===== config.mk =====
export PLATFORM = sky130hd
export DESIGN_NAME = scsi_reg_stub
export DESIGN_NICKNAME = d
export VERILOG_FILES = /design/src/rtl/scsi_reg_stub.sv
export SDC_FILE = /design/constraint.sdc
export NUM_CORES = 1
export LEC_CHECK = 0
export BUFFER_PORTS_ARGS = -buffer_cell sky130_fd_sc_hd__buf_2
export CORE_ASPECT_RATIO = 0.8
export CORE_MARGIN = 2
export CORE_UTILIZATION = 49
export CTS_CLUSTER_SIZE = 14
export DETAILED_ROUTE_END_ITERATION = 8
export GPL_ROUTABILITY_DRIVEN = 0
export PLACE_DENSITY = 0.66
export SYNTH_ARGS = -nofsm -noshare
export SYNTH_HDL_FRONTEND = slang
export SYNTH_SLANG_ARGS = --single-unit

===== constraint.sdc =====
create_clock -name clk -period 2.7 [get_ports clk]
set_input_delay 0.27 -clock clk [delete_from_list [all_inputs] [get_ports clk]]
set_output_delay 0.27 -clock clk [all_outputs]
set_load 0.1 [all_outputs]

===== src/rtl/scsi_reg_stub.sv =====
module scsi_reg_stub #(
  parameter int ADDR_W   = 8,
  parameter int NREGS    = 16,
  parameter int CMD_IDX  = 3,
  parameter int STAT_IDX = 4,
  parameter int INTR_IDX = 5,
  parameter int STEP_IDX = 6,
  parameter int ID_IDX   = 14,
  parameter logic [7:0] ID_VAL = 8'h04
) (
  input  logic              clk,
  input  logic              rst_n,
  input  logic [ADDR_W-1:0] addr,
  input  logic              wr_en,
  input  logic [7:0]        wr_data,
  input  logic              rd_en,
  output logic [7:0]        rd_data,
  output logic              irq
);
  localparam int IDX_W = $clog2(NREGS);
  localparam logic [6:0] OP_CHIP_RST = 7'h02;
  localparam logic [6:0] OP_SEL_ATN  = 7'h42;

  logic [7:0] regs [NREGS];
  logic [IDX_W-1:0] idx;
  logic [6:0] op;
  logic is_cmd, is_store;

  assign idx = addr[IDX_W+1:2];
  assign op  = wr_data[6:0];
  assign is_cmd = (32'(idx) == CMD_IDX);
  assign is_store = (idx == 4'd0) || (idx == 4'd1) || (idx == 4'd2) || (idx == 4'd8);

  wire unused_addr = ^{addr[ADDR_W-1:IDX_W+2], addr[1:0]};

  always_ff @(posedge clk) begin
    if (!rst_n) begin
      for (int i = 0; i < NREGS; i++) regs[i] <= 8'h00;
      regs[ID_IDX] <= ID_VAL;
      irq <= 1'b0;
      rd_data <= 8'h00;
    end else begin
      if (rd_en) rd_data <= regs[idx];
      if (wr_en) begin
        if (is_cmd) begin
          regs[CMD_IDX] <= wr_data;
          case (op)
            OP_CHIP_RST: begin
              for (int i = 0; i < NREGS; i++) regs[i] <= 8'h00;
              regs[ID_IDX] <= ID_VAL;
              irq <= 1'b0;
            end
            OP_SEL_ATN: begin
              regs[STAT_IDX] <= 8'h1A;
              regs[INTR_IDX] <= 8'h20;
              regs[STEP_IDX] <= 8'h04;
              irq <= 1'b1;
            end
            default: ;
          endcase
        end else if (is_store) begin
          regs[idx] <= wr_data;
        end
      end
    end
  end
endmodule



==> metrics.md, run 1 <==
| Metric | Value |
|---|---|
| Final Setup Violations | `0` |
| CTS max path bufs | `2` |
| Post-cts resize count | `0` |
| HP Class | `input pin to register` |
| Largest area contributor in the synthesized netlist | `edfxtp_1` |
| Std cell rows | `35` |
| Sink Count | `137` |
| Max Slew Vio Count | `0` |
| Initial antenna violation count | `0` |
| CTS root buf | `clkbuf_16` |
| Hpwl dp | `7900 µm` |
| CP required | `2.82 ns` |
| Clk pin slew, worst setup/hold paths | `0.06 ns` |
| DR vias/cell | `4.99` |
| Clock Skew | `0.00579 ns` |
| Peak VDD IR | `0.431 mV` |
| # hold bufs at CTS | `0` |
| PwrDens | `729 mW/mm²` |
| Remaining Overflow, GRT | `0` |
| Initial Util | `50.3%` |
| M2 GR Usage | `29.0%` |
| H-tree depth | `4` |
| Synthesized area | `0.00581 mm²` |
| Synth top area share | `66.1%` |
| Final Hold Slack | `0.213 ns` |
| Area Overhead vs Synth | `18.6%` |
| CTS tree | `done` |
| Number of synthesized register bits | `137` |
| CP cell instances | `buf_2 -> and2_1 -> nand4_1 -> buf_4 -> o21ai_0 -> buf_4` |
| EDFF count, synth | `128` |
| Chip height | `101 µm` |
| CP endpoint kind | `register` |
| Synth Flop Type | `edfxtp_1` |
| Reg2Reg Depth | `4` |
| Mean Syn Cell Area | `16.1 µm²` |
| GRT met3 Usage | `5.23%` |
| Detail Route Antenna Nets | `0` |
| Worst-Margin Slew | `0.582 ns` |
| DR WL/cell | `18.2 µm` |
| Setup tns final | `0 ns` |
| RSZ-0062 raised after global routing | `no` |
| # diodes | `0` |
| DRC | `0` |
| Arrival time at the worst endpoint | `1.94 ns` |
| Seq/Total Area, Yosys | `69.2%` |
| Final Instance Count excl. Fillers | `640` |
| Power, Total | `5.02 mW` |
| Synth cell types | `45` |
| Placed insts | `608` |
| Global routing usage on met1 | `28.7%` |
| Core area | `0.0116 mm²` |
| Vias | `3194` |
| 1st-iter DRT viols | `284` |
| Slowest stage cell, crit path | `and2_1` |
| First-pass GRT wire length | `18000 µm` |
| Crit path launch type | `input pin` |
| WL final | `11600 µm` |
| Period utilisation layout | `67.3%` |
| IO Port Bufs | `24` |
| Die width | `126 µm` |
| Run status | `complete, no violations` |
| Total CTS buffers | `17` |
| Clock latency on the worst-skew pair | `0.42 ns` |
| Vias in the first global route | `3168` |
| CP max stage delay | `0.37 ns` |
| Top post-synthesis cells by area | `edfxtp_1 (66%), mux2i_1 (5.5%), and2_1 (4.4%)` |
| Final Util | `59.6%` |
| Hold Path Stages | `2` |
| LEAKAGE | `2.68 nW` |
| All-Layer GR Usage | `19.7%` |
| Die ar. | `0.0128 mm²` |
| Slew margin rel. | `61.0%` |
| Cells after synthesis | `361` |
| Most frequent cells in the layout | `edfxtp_1 (128), conb_1 (83), and2_1 (41), mux2i_1 (32), buf_2 (24)` |
| Final hold vios | `0` |
| Critical Path Fanout Max | `18` |
| Share of layout cells above drive strength 1 | `19.1%` |
| # Post-CTS Setup Buffers | `0` |
| Ys async rst share | `0%` |
| Fmax | `550 MHz` |
| Most frequent CP cell | `buf_4` |
| Top Usage Layer GRT | `met2` |
| Post-route minimum period | `1.82 ns` |
| Final Net Count | `499` |
| Max_cap viols | `0` |
| Leading cell type in the layout, fill and taps excluded | `edfxtp_1` |
| Yosys warning count | `0` |
| Largest net degree at the start of global routing | `30` |
| Pre-antenna DRT Iters | `5` |
| I/O pins | `29` |
| Worst Setup Path Type | `input pin to register` |
==> critical path: cells and delay by family <==
family | cells | cell delay [ns]
simple gates | 2 | 0.71
buf+inv | 3 | 0.79
compound gates | 1 | 0.16
==> final cells by class <==
type                            instances  area [µm²]
Inverter                                1        3.75
Clock inverter                          9        76.3
Fill cell                             918        4670
Multi-Input combinational cell        283        1920
Tap cell                              148         185
Sequential cell                       137        4020
Timing Repair Buffer                   39         233
Clock buffer                           23         448
==> per-layer routing <==
metal / vias up / wire length [µm]
met5: - / 0
met4: 0 / 131
met3: 13 / 493
met2: 65 / 5320
met1: 1554 / 5680
li1: 1562 / -
==> sequential cells by signal, indices dropped and copies added (netlist names) <==
register	count
rd_data	8
regs	128
irq	1
==> cells in the mapped netlist (3+ instances only) <==
master	n
and2_1	41
clkbuf_1	10
mux2_2	11
o21ai_0	15
nor2b_1	3
a221oi_1	4
buf_12	3
buf_2	3
buf_6	4
or2_2	4
a21oi_1	8
a22oi_1	3
edfxtp_1	128
nand2_1	6
nor2_1	9
o211ai_1	4
dfxtp_1	9
o221ai_1	4
o21ai_1	4
mux2_4	4
and3_1	6
o221a_1	4
o22a_1	4
o22ai_1	8
mux4_2	8
mux2i_1	32
==> per-stage QoR <==
step           area, µm²  setup slack, ns
3_5_place_dp        6370            0.493
6_report            6890            0.882
4_1_cts             6890            0.927
3_3_place_gp        6370            0.492
5_1_grt             6890            0.684
2_1_floorplan       6120            0.672
==> cell families after synthesis <==
| family | after synthesis | share of synthesized area (%) |
|---|---|---|
| muxes | 56 | 12.0 |
| DFF | 137 | 69.2 |
| buffers and inverters | 22 | 2.91 |
| AOI/OAI and AO/OA | 61 | 7.21 |
| and+or+nand+nor | 83 | 8.57 |
| other | 2 | 0.129 |
==> report_power, final <==
group          internal, mW  switching, mW  leakage (nW)
combinational         0.139          0.284          1.11
clock                  1.25          0.820         0.250
sequential             2.48         0.0418          1.32
==> worst paths after layout <==
path / from / to / slack (ns)
min reg2reg: irq / irq / 0.52
max: addr[3] / regs[11][4] / 0.88
min: wr_data[3] / regs[1][3] / 0.21
max reg2reg: regs[13][1] / rd_data[1] / 1.14
No activity file was read; power rests on OpenSTA's default activity.
==> run 2: changes to the inputs <==
--- a/config.mk
+++ b/config.mk
@@ -5,6 +5,7 @@
 export SDC_FILE = /design/constraint.sdc
 export NUM_CORES = 1
 export LEC_CHECK = 0
+export ABC_AREA = 1
 export BUFFER_PORTS_ARGS = -buffer_cell sky130_fd_sc_hd__buf_2
 export CORE_ASPECT_RATIO = 0.8
 export CORE_MARGIN = 2
@@ -12,7 +13,7 @@
 export CTS_CLUSTER_SIZE = 14
 export DETAILED_ROUTE_END_ITERATION = 8
 export GPL_ROUTABILITY_DRIVEN = 0
-export PLACE_DENSITY = 0.66
+export PLACE_DENSITY = 0.68
 export SYNTH_ARGS = -nofsm -noshare
 export SYNTH_HDL_FRONTEND = slang
 export SYNTH_SLANG_ARGS = --single-unit
==> constraint.sdc (replaced) <==
create_clock -name clk -period 1.6 [get_ports clk]
set_input_delay 0.16 -clock clk [delete_from_list [all_inputs] [get_ports clk]]
set_output_delay 0.16 -clock clk [all_outputs]
set_load 0.1 [all_outputs]
==> run 2 against run 1 <==
- combinational power rose by 100%
- global-route usage rose by 1.4 points
- clock skew rose by 0.0041 ns
- sequential share of layout area fell by 5.0 points
- worst hold slack got worse by 0.084 ns
- flip-flop and latch count did not move
- clock power rose by 100%
- worst setup slack got worse by 0.66 ns
- via count rose by 35%
- die area rose by 4.4%
- first-iteration DRC count rose by 25%
- largest power group unchanged
- highest routed layer unchanged
==> metrics.md, run 2 <==
| Metric | Value |
|---|---|
| DR WL/cell | `14.2 µm` |
| Max layer used | `met4` |
| Met1 Routed Length | `5930 µm` |
| Largest area contributor in the synthesized netlist | `edfxtp_1` |
| Max Slew Vio Count | `0` |
| Post-route minimum period | `1.37 ns` |
| Worst Setup Path Type | `register to output port` |
| Die ar. | `0.0133 mm²` |
| PwrDens | `1240 mW/mm²` |
| Top-count cell post-synth | `nand2_1` |
| CP endpoint kind | `output port` |
| Vias in the first global route | `4459` |
| Final Hold Slack | `0.129 ns` |
| HP Class | `input pin to register` |
| All-Layer GR Usage | `21.1%` |
| Synthesized area | `0.00608 mm²` |
| # Post-CTS Setup Buffers | `0` |
| Number of synthesized register bits | `137` |
| Clock Skew | `0.00993 ns` |
| Final hold vios | `0` |
| Run status | `complete, no violations` |
| CTS tree | `done` |
| Final Setup Violations | `0` |
| Arrival time at the worst endpoint | `1.21 ns` |
| Fill cell count | `1005` |
| Largest register FFs | `128` |
| LEAKAGE | `3.39 nW` |
| Initial antenna violation count | `0` |
| Area Overhead vs Synth | `24.0%` |
| Period utilisation layout | `85.9%` |
| Setup tns final | `0 ns` |
| Synth Flop Type | `edfxtp_1` |
| Power, Total | `9.33 mW` |
| Share of layout cells above drive strength 1 | `16.4%` |
| Commonest cells in the netlist | `nand2_1 (286), edfxtp_1 (128), nor2_1 (59), nand3_1 (25), inv_1 (11)` |
| EDFF count, synth | `128` |
| Die width | `129 µm` |
| Vias | `4323` |
| Chip height | `104 µm` |
| Synth cell types | `29` |
| Fmax | `728 MHz` |
| Mean Syn Cell Area | `10.3 µm²` |
| Clock latency on the worst-skew pair | `0.42 ns` |
| I/O pins | `29` |
| CTS root buf | `clkbuf_16` |
| RSZ-0062 raised after global routing | `no` |
| Pre-antenna DRT Iters | `5` |
| Biggest regs | `regs x128, rd_data x8, irq x1` |
| 1st-iter DRT viols | `355` |
| IO Port Bufs | `24` |
| Area after DPL | `0.00690 mm²` |
| Buffers and inverters on the worst path | `1` |
| Remaining Overflow, GRT | `0` |
| Met2 WL | `6000 µm` |
| Seq/Total Area, Yosys | `66.2%` |
| Slowest stage cell, crit path | `buf_2` |
| Peak VDD IR | `0.967 mV` |
| Ys async rst share | `0%` |
| Yosys warning count | `0` |
| # hold bufs at CTS | `0` |
| Crit path launch type | `register` |
| Initial Util | `50.0%` |
| Synth top area share | `63.2%` |
| CTS max path bufs | `2` |
| Worst path top cell family by delay | `buffers and inverters` |
| CP required | `1.44 ns` |
| # diodes | `0` |
| First-pass GRT wire length | `21200 µm` |
| DRC | `0` |
| Final Net Count | `753` |
| Top post-synthesis cells by area | `edfxtp_1 (63%), nand2_1 (18%), nor2_1 (3.6%)` |
| Max_cap viols | `0` |
| CP cell instances | `buf_2` |
| Core area | `0.0122 mm²` |
| Clk pin slew, worst setup/hold paths | `0.06 ns` |
| Detail Route Antenna Nets | `0` |
| Register with the most flip-flops | `regs` |
| Leading cell type in the layout, fill and taps excluded | `nand2_1` |
| CP max stage delay | `0.44 ns` |
| H-tree depth | `4` |
| Met3 wire len | `521 µm` |
| Post-route cell area | `0.00754 mm²` |
| Total CTS buffers | `17` |
| Most frequent cells in the layout | `nand2_1 (286), edfxtp_1 (128), conb_1 (83), nor2_1 (59), buf_4 (33)` |
| WL final | `12800 µm` |
| Hpwl dp | `9040 µm` |
| Std cell rows | `36` |
| Critical Path Fanout Max | `2` |
| Cells after synthesis | `593` |
| Post-cts resize count | `0` |
| Sink Count | `137` |
| DR vias/cell | `4.81` |
| Largest net degree at the start of global routing | `38` |
==> run 2: changes by cell type after synthesis, sizes merged, moves of 10 or more <==
cell	change
and2	-41
inv	+15
mux2	-16
mux2i	-32
nand2	+287
nand3	+25
nand4	+10
nor2	+56
o21ai	-12
==> run 2: through the flow <==
stage                     setup slack (ns)  util [%]  cells
after CTS                            0.197      62.0    898
after floorplan                    -0.0311         -    674
after global routing                 0.186      62.0    898
after global placement             -0.0488      56.7    866
final                                0.226      62.0    898
after detailed placement            -0.109      56.7    866
==> run 2: where the power goes <==
part	switching [mW]	leakage, nW	internal, mW	total (mW)
combinational	0.598	1.77	0.248	0.846
clock	1.42	0.310	2.79	4.22
sequential	0.0737	1.32	4.19	4.26
==> run 2: worst min-delay path, delay by kind of cell <==
family / cells / cell delay, ns
AND/OR/NAND/NOR: 1 / 0.11
buffers and inverters: 2 / 0.16
==> run 2: per-layer routing <==
metal | GRT usage [%] | vias up
met1 | 28.1 | 2042
li1 | - | 2149
met3 | 4.80 | 27
met2 | 33.1 | 105
met5 | 0 | -
met4 | 9.63 | 0
==> run 2: kinds of logic after synthesis <==
group | after synthesis | share of synthesized area [%]
AOI/OAI and AO/OA | 9 | 0.926
buffers and inverters | 41 | 4.40
DFF | 137 | 66.2
other | 2 | 0.124
and+or+nand+nor | 404 | 28.4
==> run 2: final timing paths <==
| kind | startpoint | endpoint | slack, ns | cells after the start |
|---|---|---|---|---|
| max | rd_data[6] | rd_data[6] | 0.23 | 1 |
| min | wr_data[7] | regs[3][7] | 0.13 | 3 |
| max reg2reg | regs[6][0] | rd_data[0] | 0.49 | 8 |
| min reg2reg | irq | irq | 0.50 | 2 |
==> run 2: layout make-up <==
cell class | instances | area [µm²] | area share, %
well taps | 152 | 190 | 2.52
multi-input cells | 496 | 2090 | 27.8
repair buffers | 65 | 528 | 7.00
flip-flops and latches | 137 | 4020 | 53.4
clock inverters | 13 | 201 | 2.67
clock buffers | 19 | 443 | 5.87
inverters | 16 | 60.1 | 0.796
==> run 3: changes to the inputs <==
--- a/config.mk
+++ b/config.mk
@@ -13,7 +13,7 @@
 export CTS_CLUSTER_SIZE = 14
 export DETAILED_ROUTE_END_ITERATION = 8
 export GPL_ROUTABILITY_DRIVEN = 0
-export PLACE_DENSITY = 0.68
+export PLACE_DENSITY = 0.66
 export SYNTH_ARGS = -nofsm -noshare
 export SYNTH_HDL_FRONTEND = slang
 export SYNTH_SLANG_ARGS = --single-unit
==> constraint.sdc (replaced) <==
create_clock -name clk -period 1.45 [get_ports clk]
set_input_delay 0.145 -clock clk [delete_from_list [all_inputs] [get_ports clk]]
set_output_delay 0.145 -clock clk [all_outputs]
set_load 0.1 [all_outputs]
==> run 3 against run 2 <==
- flip-flop and latch count did not move
- routed wire length grew 2.3%
- core utilization down 0.072 points
- non-clock buffer count fell by 3
- design area decreased by 0.12%
- worst hold slack better by 0.0099 ns
- final cell count down 0.33%
- via count is 0.60% higher
- power grew 8.2%
- highest routed layer unchanged
==> metrics.md, run 3 (synthesized netlist as in run 2, its figures left out) <==
| Metric | Value |
|---|---|
| Sink Count | `137` |
| Setup tns final | `0 ns` |
| Period utilisation layout | `95.3%` |
| # Post-CTS Setup Buffers | `0` |
| Chip height | `104 µm` |
| Most frequent cells in the layout | `nand2_1 (282), edfxtp_1 (128), conb_1 (83), nor2_1 (59), buf_4 (30)` |
| Arrival time at the worst endpoint | `1.24 ns` |
| Area Overhead vs Synth | `23.9%` |
| Leading cell type in the layout, fill and taps excluded | `nand2_1` |
| Final Util | `61.9%` |
| Final Setup Violations | `0` |
| HP Class | `input pin to register` |
| Worst path depth | `1` |
| Die width | `129 µm` |
| Worst Setup Path Type | `register to output port` |
| Fmax | `724 MHz` |
| Reg2reg start | `regs[7][7]` |
| Remaining Overflow, GRT | `0` |
| Combinational fraction of design power | `9.3%` |
| 1st-iter DRT viols | `394` |
| Hold Path Stages | `3` |
| I/O pins | `29` |
| Post-cts resize count | `0` |
| Hold Path Sink | `regs[3][7]` |
| Core area | `0.0122 mm²` |
| Internal power | `7.75 mW` |
| DR WL/cell | `14.6 µm` |
| Placed insts | `863` |
| Reg-to-Reg End | `rd_data[7]` |
| Final Instance Count excl. Fillers | `895` |
| Largest register FFs | `128` |
| Final hold vios | `0` |
| Hpwl dp | `9300 µm` |
| Pre-antenna DRT Iters | `6` |
| Area after DPL | `0.00692 mm²` |
| Largest net degree at the start of global routing | `34` |
| Clock Skew | `0.00584 ns` |
| All-Layer GR Usage | `21.2%` |
| DRC | `0` |
| Post-route cell area | `0.00753 mm²` |
| Origin of the worst min-delay path | `wr_data[7]` |
| Clk pwr share | `44.1%` |
| Worst path top cell family by delay | `buffers and inverters` |
| Share of layout cells above drive strength 1 | `16.6%` |
| Die ar. | `0.0133 mm²` |
| Crit path launch type | `register` |
| Detail Route Antenna Nets | `0` |
| Initial Util | `50.0%` |
| Post-route minimum period | `1.38 ns` |
| LEAKAGE | `3.37 nW` |
| Critical Path Fanout Max | `2` |
| Reg2Reg Depth | `8` |
| Vias | `4349` |
| Max Slew Vio Count | `0` |
| CP required | `1.31 ns` |
| CTS root buf | `clkbuf_16` |
| CP max stage delay | `0.45 ns` |
| Initial antenna violation count | `0` |
| Register-to-register path setup slack | `0.32 ns` |
| Run status | `complete, no violations` |
| CP cell instances | `buf_2` |
| Vias in the first global route | `4320` |
| First-pass GRT wire length | `21400 µm` |
| Total CTS buffers | `17` |
| Peak VDD IR | `0.796 mV` |
| CTS max path bufs | `2` |
| H-tree depth | `4` |
| Final Net Count | `750` |
| Clk pin slew, worst setup/hold paths | `0.06 ns` |
| Switch share | `23.2%` |
| # hold bufs at CTS | `0` |
| Std cell rows | `36` |
| Net Sw Power | `2.34 mW` |
| Register with the most flip-flops | `regs` |
| PwrDens | `1340 mW/mm²` |
| Max_cap viols | `0` |
| RSZ-0062 raised after global routing | `no` |
| Biggest regs | `regs x128, rd_data x8, irq x1` |
| Slowest stage cell, crit path | `buf_2` |
| CP endpoint kind | `output port` |
| DR vias/cell | `4.86` |
| CTS tree | `done` |
| Flop pwr share | `46.6%` |
| WL final | `13100 µm` |
| Buffers and inverters on the worst path | `1` |
| Clock latency on the worst-skew pair | `0.42 ns` |
| IO Port Bufs | `24` |
| # diodes | `0` |
-- run 3: final cells by class --
cell class	instances	area, µm²
Clock inverter	14	180
Multi-Input combinational cell	496	2140
Inverter	16	60.1
Fill cell	977	4630
Timing Repair Buffer	62	505
Sequential cell	137	4020
Tap cell	152	190
Clock buffer	18	429
-- run 3: through the flow --
step	setup WS (ns)	hold slack, ns	power, mW
floorplan	0.0115	0.318	5.41
global placement	-0.0891	0.476	5.69
detailed placement	-0.140	0.473	5.71
CTS	0.0629	0.130	10.1
global route	0.0480	0.158	10.4
finish	0.0682	0.139	10.1
-- run 3: worst max path at each step --
stage	startpoint	endpoint	slack, ns
floorplan	addr[2]	regs[4][0]	0.01
global placement	addr[2]	regs[6][1]	-0.09
detailed placement	addr[2]	regs[4][0]	-0.14
CTS	rd_data[6]	rd_data[6]	0.06
global route	rd_data[6]	rd_data[6]	0.05
finish	rd_data[6]	rd_data[6]	0.07
-- run 3: per-layer routing --
metal,vias to the layer above,GRT usage [%],part of all wire (%)
li1,2142,-,-
met1,2040,29.5,45
met2,149,33.3,47
met3,18,4.60,6.1
met4,0,6.99,1.5
met5,-,0,0
-- run 3: power by group through the flow --
stage | clock [mW] | sequential, mW | combinational [mW]
after floorplan | 0 | 4.88 | 0.524
after global placement | 0 | 4.77 | 0.917
after detailed placement | 0 | 4.78 | 0.927
after CTS | 4.49 | 4.71 | 0.936
after global routing | 4.66 | 4.73 | 1.04
final | 4.44 | 4.70 | 0.940
